--- src/rtl/hio_route_pkg.sv ---
package hio_route_pkg;

    parameter int unsigned IO_AW   = 16;
    parameter int unsigned IO_DW   = 32;
    parameter int unsigned IO_BEW  = IO_DW / 8;
    parameter int unsigned PAGE_W  = 12;
    parameter int unsigned WIN_W   = IO_AW - PAGE_W;
    parameter int unsigned UP_AW   = 32;

    typedef enum logic [1:0] {
        SZ_1   = 2'd0,
        SZ_2   = 2'd1,
        SZ_4   = 2'd2,
        SZ_RSV = 2'd3
    } io_size_e;

    typedef enum logic [3:0] {
        DST_CFG  = 4'b0001,
        DST_GFX  = 4'b0010,
        DST_PCIE = 4'b0100,
        DST_HUB  = 4'b1000
    } dest_e;

    typedef enum logic [1:0] {
        UK_MEM_RD = 2'd0,
        UK_MEM_WR = 2'd1,
        UK_IO     = 2'd2,
        UK_CFG    = 2'd3
    } up_kind_e;

    typedef struct packed {
        logic              write;
        logic [IO_AW:0]    addr;
        io_size_e          size;
        logic [IO_BEW-1:0] be;
        logic [IO_DW-1:0]  wdata;
    } io_req_t;

    function automatic logic [1:0] size_span(input io_size_e sz);
        case (sz)
            SZ_2:    return 2'd1;
            SZ_4:    return 2'd3;
            default: return 2'd0;
        endcase
    endfunction

endpackage

--- src/rtl/hio_wrap_calc.sv ---
module hio_wrap_calc
    import hio_route_pkg::*;
(
    input  logic             clk,
    input  logic             rst,
    input  logic [IO_AW-1:0] addr,
    input  io_size_e         size,
    output logic             wrap
);
    localparam logic [IO_AW-1:0] TOP_FIRST = {IO_AW{1'b1}} - 2;

    logic [IO_AW:0] last_byte;

    always_comb begin
        last_byte = {1'b0, addr} + {{(IO_AW-1){1'b0}}, size_span(size)};
        wrap      = last_byte[IO_AW];
    end

    AST_WRAP_TOP_ONLY: assert property (@(posedge clk) disable iff (rst)
        wrap |-> (addr >= TOP_FIRST));

endmodule

--- src/rtl/hio_dest_decode.sv ---
module hio_dest_decode
    import hio_route_pkg::*;
#(
    parameter logic [IO_AW-1:0] CFG_BASE = 16'h0CF8
) (
    input  logic             clk,
    input  logic             rst,
    input  logic [IO_AW-1:0] addr,
    input  logic             gfx_en,
    input  logic [IO_AW-1:0] gfx_base,
    input  logic [IO_AW-1:0] gfx_mask,
    input  logic             win_en,
    input  logic [WIN_W-1:0] win_base,
    input  logic [WIN_W-1:0] win_limit,
    output dest_e            dest
);
    localparam int unsigned CFG_LSB = 3;

    logic             hit_cfg;
    logic             hit_gfx;
    logic             hit_win;
    logic [WIN_W-1:0] page;

    always_comb begin
        page    = addr[IO_AW-1:PAGE_W];
        hit_cfg = (addr[IO_AW-1:CFG_LSB] == CFG_BASE[IO_AW-1:CFG_LSB]);
        hit_gfx = gfx_en && ((addr & gfx_mask) == (gfx_base & gfx_mask));
        hit_win = win_en && (page >= win_base) && (page <= win_limit);
        if (hit_cfg)      dest = DST_CFG;
        else if (hit_gfx) dest = DST_GFX;
        else if (hit_win) dest = DST_PCIE;
        else              dest = DST_HUB;
    end

    AST_GFX_OFF_NEVER: assert property (@(posedge clk) disable iff (rst)
        !gfx_en |-> (dest != DST_GFX));
    AST_EMPTY_WINDOW: assert property (@(posedge clk) disable iff (rst)
        (win_base > win_limit) |-> (dest != DST_PCIE));

endmodule

--- src/rtl/hio_upstream_conv.sv ---
module hio_upstream_conv
    import hio_route_pkg::*;
(
    input  logic             clk,
    input  logic             rst,
    input  logic             up_req_valid,
    input  up_kind_e         up_req_kind,
    input  logic [UP_AW-1:0] up_req_addr,
    output logic             mem_req_valid,
    output logic             mem_req_write,
    output logic [UP_AW-1:0] mem_req_addr,
    output logic             mem_req_ur
);
    logic illegal;

    always_comb illegal = (up_req_kind == UK_IO) || (up_req_kind == UK_CFG);

    always_ff @(posedge clk) begin
        if (rst) begin
            mem_req_valid <= 1'b0;
            mem_req_write <= 1'b0;
            mem_req_addr  <= '0;
            mem_req_ur    <= 1'b0;
        end else begin
            mem_req_valid <= up_req_valid;
            if (up_req_valid) begin
                if (illegal) begin
                    mem_req_write <= 1'b0;
                    mem_req_addr  <= '0;
                    mem_req_ur    <= 1'b1;
                end else begin
                    mem_req_write <= (up_req_kind == UK_MEM_WR);
                    mem_req_addr  <= up_req_addr;
                    mem_req_ur    <= 1'b0;
                end
            end
        end
    end

    AST_UP_ILLEGAL_TO_ZERO: assert property (@(posedge clk) disable iff (rst)
        (up_req_valid && up_req_kind[1]) |=>
            (mem_req_valid && mem_req_ur && !mem_req_write && (mem_req_addr == '0)));

endmodule

--- src/rtl/hio_route_top.sv ---
module hio_route_top
    import hio_route_pkg::*;
#(
    parameter logic [IO_AW-1:0] CFG_BASE = 16'h0CF8
) (
    input  logic              clk,
    input  logic              rst,
    input  logic              cpu_req_valid,
    output logic              cpu_req_ready,
    input  logic              cpu_req_write,
    input  logic [IO_AW-1:0]  cpu_req_addr,
    input  logic [1:0]        cpu_req_size,
    input  logic [IO_BEW-1:0] cpu_req_be,
    input  logic [IO_DW-1:0]  cpu_req_wdata,
    output logic              cpu_cpl_valid,
    output logic [IO_DW-1:0]  cpu_cpl_rdata,
    output logic              cpu_cpl_ur,
    input  logic              gfx_en,
    input  logic [IO_AW-1:0]  gfx_base,
    input  logic [IO_AW-1:0]  gfx_mask,
    input  logic              win_en,
    input  logic [WIN_W-1:0]  win_base,
    input  logic [WIN_W-1:0]  win_limit,
    output logic              dst_valid,
    output logic [3:0]        dst_sel,
    output logic              dst_write,
    output logic [IO_AW:0]    dst_addr,
    output logic [1:0]        dst_size,
    output logic [IO_BEW-1:0] dst_be,
    output logic [IO_DW-1:0]  dst_wdata,
    input  logic              dst_done,
    input  logic [IO_DW-1:0]  dst_rdata,
    input  logic              dst_ur,
    input  logic              up_req_valid,
    input  logic [1:0]        up_req_kind,
    input  logic [UP_AW-1:0]  up_req_addr,
    output logic              mem_req_valid,
    output logic              mem_req_write,
    output logic [UP_AW-1:0]  mem_req_addr,
    output logic              mem_req_ur
);
    io_size_e size_in;
    logic     wrap_in;
    dest_e    dest_in;
    io_req_t  req_d;
    io_req_t  req_q;
    dest_e    dest_q;
    logic     busy;

    always_comb size_in = io_size_e'(cpu_req_size);

    hio_wrap_calc u_wrap (
        .clk  (clk),
        .rst  (rst),
        .addr (cpu_req_addr),
        .size (size_in),
        .wrap (wrap_in)
    );

    hio_dest_decode #(.CFG_BASE(CFG_BASE)) u_decode (
        .clk       (clk),
        .rst       (rst),
        .addr      (cpu_req_addr),
        .gfx_en    (gfx_en),
        .gfx_base  (gfx_base),
        .gfx_mask  (gfx_mask),
        .win_en    (win_en),
        .win_base  (win_base),
        .win_limit (win_limit),
        .dest      (dest_in)
    );

    hio_upstream_conv u_upconv (
        .clk           (clk),
        .rst           (rst),
        .up_req_valid  (up_req_valid),
        .up_req_kind   (up_kind_e'(up_req_kind)),
        .up_req_addr   (up_req_addr),
        .mem_req_valid (mem_req_valid),
        .mem_req_write (mem_req_write),
        .mem_req_addr  (mem_req_addr),
        .mem_req_ur    (mem_req_ur)
    );

    always_comb begin
        req_d.write = cpu_req_write;
        req_d.addr  = {wrap_in, cpu_req_addr};
        req_d.size  = size_in;
        req_d.be    = cpu_req_be;
        req_d.wdata = cpu_req_wdata;
    end

    always_ff @(posedge clk) begin
        if (rst) begin
            busy          <= 1'b0;
            req_q         <= '0;
            dest_q        <= DST_HUB;
            cpu_cpl_valid <= 1'b0;
            cpu_cpl_rdata <= '0;
            cpu_cpl_ur    <= 1'b0;
        end else begin
            cpu_cpl_valid <= 1'b0;
            if (!busy) begin
                if (cpu_req_valid) begin
                    busy   <= 1'b1;
                    req_q  <= req_d;
                    dest_q <= dest_in;
                end
            end else if (dst_done) begin
                busy          <= 1'b0;
                cpu_cpl_valid <= 1'b1;
                cpu_cpl_rdata <= req_q.write ? '0 : dst_rdata;
                cpu_cpl_ur    <= dst_ur;
            end
        end
    end

    always_comb begin
        cpu_req_ready = !busy;
        dst_valid     = busy;
        dst_sel       = dest_q;
        dst_write     = req_q.write;
        dst_addr      = req_q.addr;
        dst_size      = req_q.size;
        dst_be        = req_q.be;
        dst_wdata     = req_q.wdata;
    end

    AST_SEL_ONE_HOT: assert property (@(posedge clk) disable iff (rst)
        dst_valid |-> ($countones(dst_sel) == 1));
    AST_HOLD_UNTIL_DONE: assert property (@(posedge clk) disable iff (rst)
        (dst_valid && !dst_done) |=>
            (dst_valid && $stable(dst_addr) && $stable(dst_sel) && $stable(dst_wdata)));
    AST_CPL_AFTER_DONE: assert property (@(posedge clk) disable iff (rst)
        (dst_valid && dst_done) |=> (cpu_cpl_valid && !dst_valid));
    AST_CFG_WINS: assert property (@(posedge clk) disable iff (rst)
        (dst_valid && (dst_addr[IO_AW-1:3] == CFG_BASE[IO_AW-1:3])) |->
            (dst_sel == DST_CFG));

endmodule

--- config.mk ---
export PLATFORM = sky130hd
export DESIGN_NAME = hio_route_top
export DESIGN_NICKNAME = d
export VERILOG_FILES = /design/src/rtl/hio_route_pkg.sv /design/src/rtl/hio_wrap_calc.sv /design/src/rtl/hio_dest_decode.sv /design/src/rtl/hio_upstream_conv.sv /design/src/rtl/hio_route_top.sv
export SDC_FILE = /design/constraint.sdc
export NUM_CORES = 1
export LEC_CHECK = 0
export ABC_AREA = 1
export BUFFER_PORTS_ARGS = -buffer_cell sky130_fd_sc_hd__buf_2
export CAP_MARGIN = 20
export CORE_ASPECT_RATIO = 1.2
export CORE_MARGIN = 2
export CORE_UTILIZATION = 40
export DETAILED_ROUTE_END_ITERATION = 7
export PLACE_DENSITY = 0.78
export SLEW_MARGIN = 5
export SYNTH_ARGS = -nofsm -noshare
export SYNTH_HDL_FRONTEND = slang
export SYNTH_SLANG_ARGS = --single-unit
--- constraint.sdc ---
create_clock -name clk -period 1.3 [get_ports clk]
set_clock_uncertainty 0.15 [all_clocks]
set_input_delay 0.13 -clock clk [delete_from_list [all_inputs] [get_ports clk]]
set_output_delay 0.13 -clock clk [all_outputs]
set_load 0.1 [all_outputs]
; Word level (Yosys, flattened, before mapping)
; Index checks and enable logic that the tools add are counted.
; W data, S select, Z words.
[totals]
regBits = 130
input_bits = 169
output_inout_bits = 131
wordCells = 47
[op_classes]
bitwise_logic = 3
n_eq_ne = 7
magnitude_cmp = 2
n_reduce_logical = 8
n_addsub = 1
mux = 12
[ops]
columns = cell, count
row1 = $mux W32, 2
row2 = $and A16 B16 Y16, 2
row3 = $add A16 B2 Y17, 1
row4 = $eq A16 B16 Y1, 1
row5 = $eq A13 B9 Y1 const B, 1
row6 = $mux W4, 3
row7 = $eq A2 B2 Y1 const B, 3
row8 = $mux W1, 6
row9 = $eq A2 B1 Y1 const B, 2
row10 = $ge A4 B4 Y1, 1
row11 = $le A4 B4 Y1, 1
row12 = $pmux W2 S2, 1
row13 = $reduce_and A2 Y1, 2
row14 = $logic_and A1 B1 Y1, 3
row15 = $reduce_or A2 Y1, 1
row16 = $logic_not A1 Y1, 1
row17 = $logic_or A1 B1 Y1, 1
row18 = $not A1 Y1, 1

; Longest topological paths before layout
[logic_depth]
ltp_word = 6
depth_mapped = 11
mapped_depth_nobuf = 11

; Cells and area by module
; Synthesis repeated with hierarchy kept, for this count alone.
[unflattened]
cells_unflattened = 920
hier_area_um2 = 6115.9
[modules_own_cells]
columns = mod, cells_each, area_each_um2, instances, seq_area_each_um2
row1 = hio_route_top, 603, 3986.3, 1, 1901.8
row2 = hio_upstream_conv, 154, 1348.8, 1, 700.7
row3 = hio_dest_decode, 136, 655.6, 1, 0.0
row4 = hio_wrap_calc, 27, 125.1, 1, 0.0

; Worst setup path before layout
; Ideal clock, no wire load.
[synth_timing]
kind = register -> register
start = register busy, in the netlist dst_valid
end = register busy, in the netlist dst_valid
period_less_slack_ns = 2.194
required_time_ns = 1.072
setup_slack_ns = -0.894
n_path_buf = 0
setup_ns = 0.078
arrival_ns = 1.966
path_stages_with_launch = 3
path_cell_list = dfxtp_1 inv_1 a21oi_1
[synth_between]
elab_chain_len = 1
[synth_lines]
columns = element, line_no
row1 = "start, declared", hio_route_top.sv:48  ; logic busy;
row2 = "start signal, assigned", hio_route_top.sv:95  ; busy <= 1'b0;
row3 = "start signal, assigned", hio_route_top.sv:105  ; busy <= 1'b1;
row4 = "start signal, assigned", hio_route_top.sv:110  ; busy <= 1'b0;
row5 = $mux W1, hio_route_top.sv:103  ; if (!busy) begin
; No other way between the ends.
; A chain may end at the register's enable or synchronous reset.

; Worst setup path after layout
[layout_timing]
start = register busy, in the netlist dst_valid
end = register req_q, in the netlist dst_wdata[10]
[layout_between]
elab_chain_len = 2
[layout_lines]
columns = element, line_no
row1 = $not A1 Y1 (no line), -
row2 = $reduce_and A2 Y1 (no line), -
row3 = "end signal, assigned", hio_route_top.sv:106  ; req_q <= req_d;
row4 = "end, declared", hio_route_top.sv:46  ; io_req_t req_q;
; No other way between the ends.

==> out/results.ini <==
[synth]
netlist_top_cells_area = dfxtp_1 (50%), nand2_1 (11%), nand3_1 (8.6%), nor2_1 (8.6%), o21ai_0 (5.0%)
yosysTopAreaCell = dfxtp_1
syn_nets = 896
synth_cells = 717
yosysUniqueCellTypes = 28
syn_area_um2 = 5250
synth_top_area_share = 0.496
ys_seq_area_frac = 0.496
ys_warn_count = 0
ys_seq_elements = 130
synth_area_per_cell_um2 = 7.32

[cts]
cts_max_level = 4
cts_buffers = 17
cts_tree = built
clockRootBuffer = clkbuf_16
cts_buffer_depth = 2
clock_latency_ps = 410
cts_sinks = 130
clk_pin_slew_ps = 60

[status]
failed_checks = setup timing
status = complete, but fails checks

[timing]
hold_violations = 0
setup_viol = 96
timing.final.ws_setup_ps = -597
period_minus_slack_ps = 1900
max_slew_margin = 0.396
whs_ps = 12.4
drv_slew = 0
finalSetupTns_ps = -11200
fmax_mhz = 527
worst_pin_slew_ps = 896
rsz0062_at_grt = yes
finalCritPeriodShare = 1.46

[power]
leakagePower_nw = 5.26
power_density_nw_per_um2 = 1200
vdd_ir_drop_max_v = 0.00104

[setup_path]
critical_path_depth = 5
reg2reg_from = dst_valid$_SDFF_PP0_
r2r_cells = 5
crit_top_cell = buf_6
rrSetupSlack_ps = -600
slowest_delay_ps = 710
path_class = reg2reg
reg2reg_to = dst_wdata[10]$_SDFFE_PP0P_
crit_slowest_cell = o21ai_0
critical_path_buf_inv_count = 2
crit_family = compound AO/OA/AOI/OAI gates
cp_max_fo = 16
endpoint_kind = register
crit_path_cell_trace = buf_6, nor2_4, buf_6, o21ai_0, nor2_1
start_kind = register
crit_required_ps = 1390
arrival_ps = 1990

[global_route]
grt_overflow = 0
use_met3 = 0.149
grt_pass1_vias = 7530
antenna_found_initial = 9
top_usage_layer = met2
use_met2 = 0.671
grtUsageTotal = 0.384
grt_pass1_wl_um = 40600
grt_use_met1 = 0.350
grt_max_degree = 48

[placed_design]
place_ws_ps = -180
gp_congestion = 0.892
port_buffers = 299
hpwl_um = 15000

[detailed_routing]
via_per_inst = 5.74
wl_per_cell_um = 24.7
ant_nets = 0
totalWireLength_um = 33300
drtIter0Drc = 932
dr.pass1.iters = 6
drcViolationCount = 0
vias = 7727

[die]
initial_core_util = 0.412
fp.dieH_um = 129
die_x_um = 109
dieArea_um2 = 14000
ios = 300
coreArea_um2 = 12700
rows = 45

[hold_path]
hp-class = in2reg
min_delay_worst_endpoint = dst_addr[14]$_SDFFE_PP0P_
hold_start = cpu_req_addr[14]
hold_depth = 4

[flow_run]
maxCapViolCount = 0

[finish]
areaGrowthSynthToFinish_pct = 120
finalNetCount = 1342
drive_gt1_frac = 0.474

## layout make-up
type / count / area (um2)
clock buffer: 21 / 472
clock inverter: 11 / 103
tap: 164 / 205
timing repair buffer: 468 / 5320
antenna: 7 / 17.5
sequential: 130 / 2770
fill: 453 / 1190
inverter: 43 / 171
multi-input combinational: 503 / 2480
## where the power goes
| group | switching (mW) | internal [mW] | total [mW] |
|---|---|---|---|
| logic | 2.85 | 1.72 | 4.57 |
| clock network | 1.93 | 2.81 | 4.74 |
| registers | 0.299 | 4.27 | 4.56 |
## registers in the layout (all words and copies together), names as in the netlist
| name | count |
|---|---|
| cpu_cpl_rdata | 32 |
| u_upconv.mem_req_write | 1 |
| u_upconv.mem_req_ur | 1 |
| u_upconv.mem_req_addr | 32 |
| dst_wdata | 32 |
| dst_write | 1 |
| cpu_cpl_ur | 1 |
| dst_addr | 17 |
| dst_valid | 1 |
| dst_size | 2 |
| dst_be | 4 |
| u_upconv.mem_req_valid | 1 |
| dst_sel | 4 |
| cpu_cpl_valid | 1 |
## placed cells by master, fill, tap and decap left out, types with 3 or more instances in the layout
cell type,n
clkinvlp_4,4
o21ai_2,8
nand2_1,149
dfxtp_4,4
o21ai_1,16
nand2_2,11
clkbuf_16,23
inv_1,36
ha_1,10
inv_2,3
nand3_2,7
a21oi_2,5
dlygate4sd3_1,122
buf_2,169
diode_2,7
nand3_1,82
nor2_4,6
o21ai_0,35
buf_6,10
dfxtp_2,119
dfxtp_1,7
buf_12,142
nor2_2,11
clkinv_2,4
a21oi_1,44
nor2_1,106
buf_4,17
## metrics by stage
stage | util | area, um2 | instances | power [mW]
6_report | 0.906 | 11500 | 1347 | 13.9
3_5_place_dp | 0.718 | 9140 | 1167 | 8.41
2_1_floorplan | - | 5380 | 717 | 6.74
5_1_grt | 0.906 | 11500 | 1344 | 14.2
3_3_place_gp | 0.718 | 9140 | 1167 | 8.34
4_1_cts | 0.864 | 11000 | 1323 | 13.3
## cells by family (layout without fill, tap and decap cells)
family / Yosys count / in the layout / synth area share
AOI/OAI and AO/OA: 114 / 114 / 0.111
and+or+nand+nor: 379 / 379 / 0.298
buffers and inverters: 84 / 543 / 0.0704
DFF: 130 / 130 / 0.496
adders and majority gates: 10 / 10 / 0.0239
other: 0 / 7 / 0
## synth_stat cells (all sizes together)
library cell	instances
or2	1
ha	10
nor2	123
o21bai	2
nand3	90
o22ai	1
nor3b	1
buf	21
clkinv	1
inv	42
o21ai	59
nor4	1
clkbuf	20
o2111ai	1
a21oi	51
nor3	2
dfxtp	130
nand2	161
## per-layer routing
layer | up-vias | share of wire
li1 | 3219 | -
met1 | 3483 | 0.30
met2 | 714 | 0.46
met3 | 301 | 0.13
met4 | 10 | 0.10
met5 | - | 0.0056
## worst reg2reg max path: cells and delay by family (launching register included)
family	cells	cell delay, ps
AND/OR/NAND/NOR	2	230
buffers and inverters	2	280
AO/OA/AOI/OAI	1	720
flip-flops	1	360
## timing repair
item                                    in CTS  in global routing
endpoints found under the setup margin       5                150
hold endpoints to repair                   123                  1
cloned                                       0                  7
buffers inserted                             1                 10
pin swaps                                    2                 23
gates resized for setup                     20                106
hold buffers                               123                  1
## worst max-delay path by stage
stage	start	endpoint	slack (ps)
after floorplan	dst_valid$_SDFF_PP0_	dst_valid$_SDFF_PP0_	-230
after global placement	cpu_req_addr[15]	dst_sel[2]$_SDFFE_PP0P_	-110
after detailed placement	cpu_req_addr[13]	dst_sel[2]$_SDFFE_PP0P_	-180
after CTS	dst_valid$_SDFF_PP0_	cpu_req_ready	-130
after global routing	dst_valid$_SDFF_PP0_	dst_wdata[10]$_SDFFE_PP0P_	-590
final	dst_valid$_SDFF_PP0_	dst_wdata[10]$_SDFFE_PP0P_	-600
No activity file was read; power rests on OpenSTA's default activity.
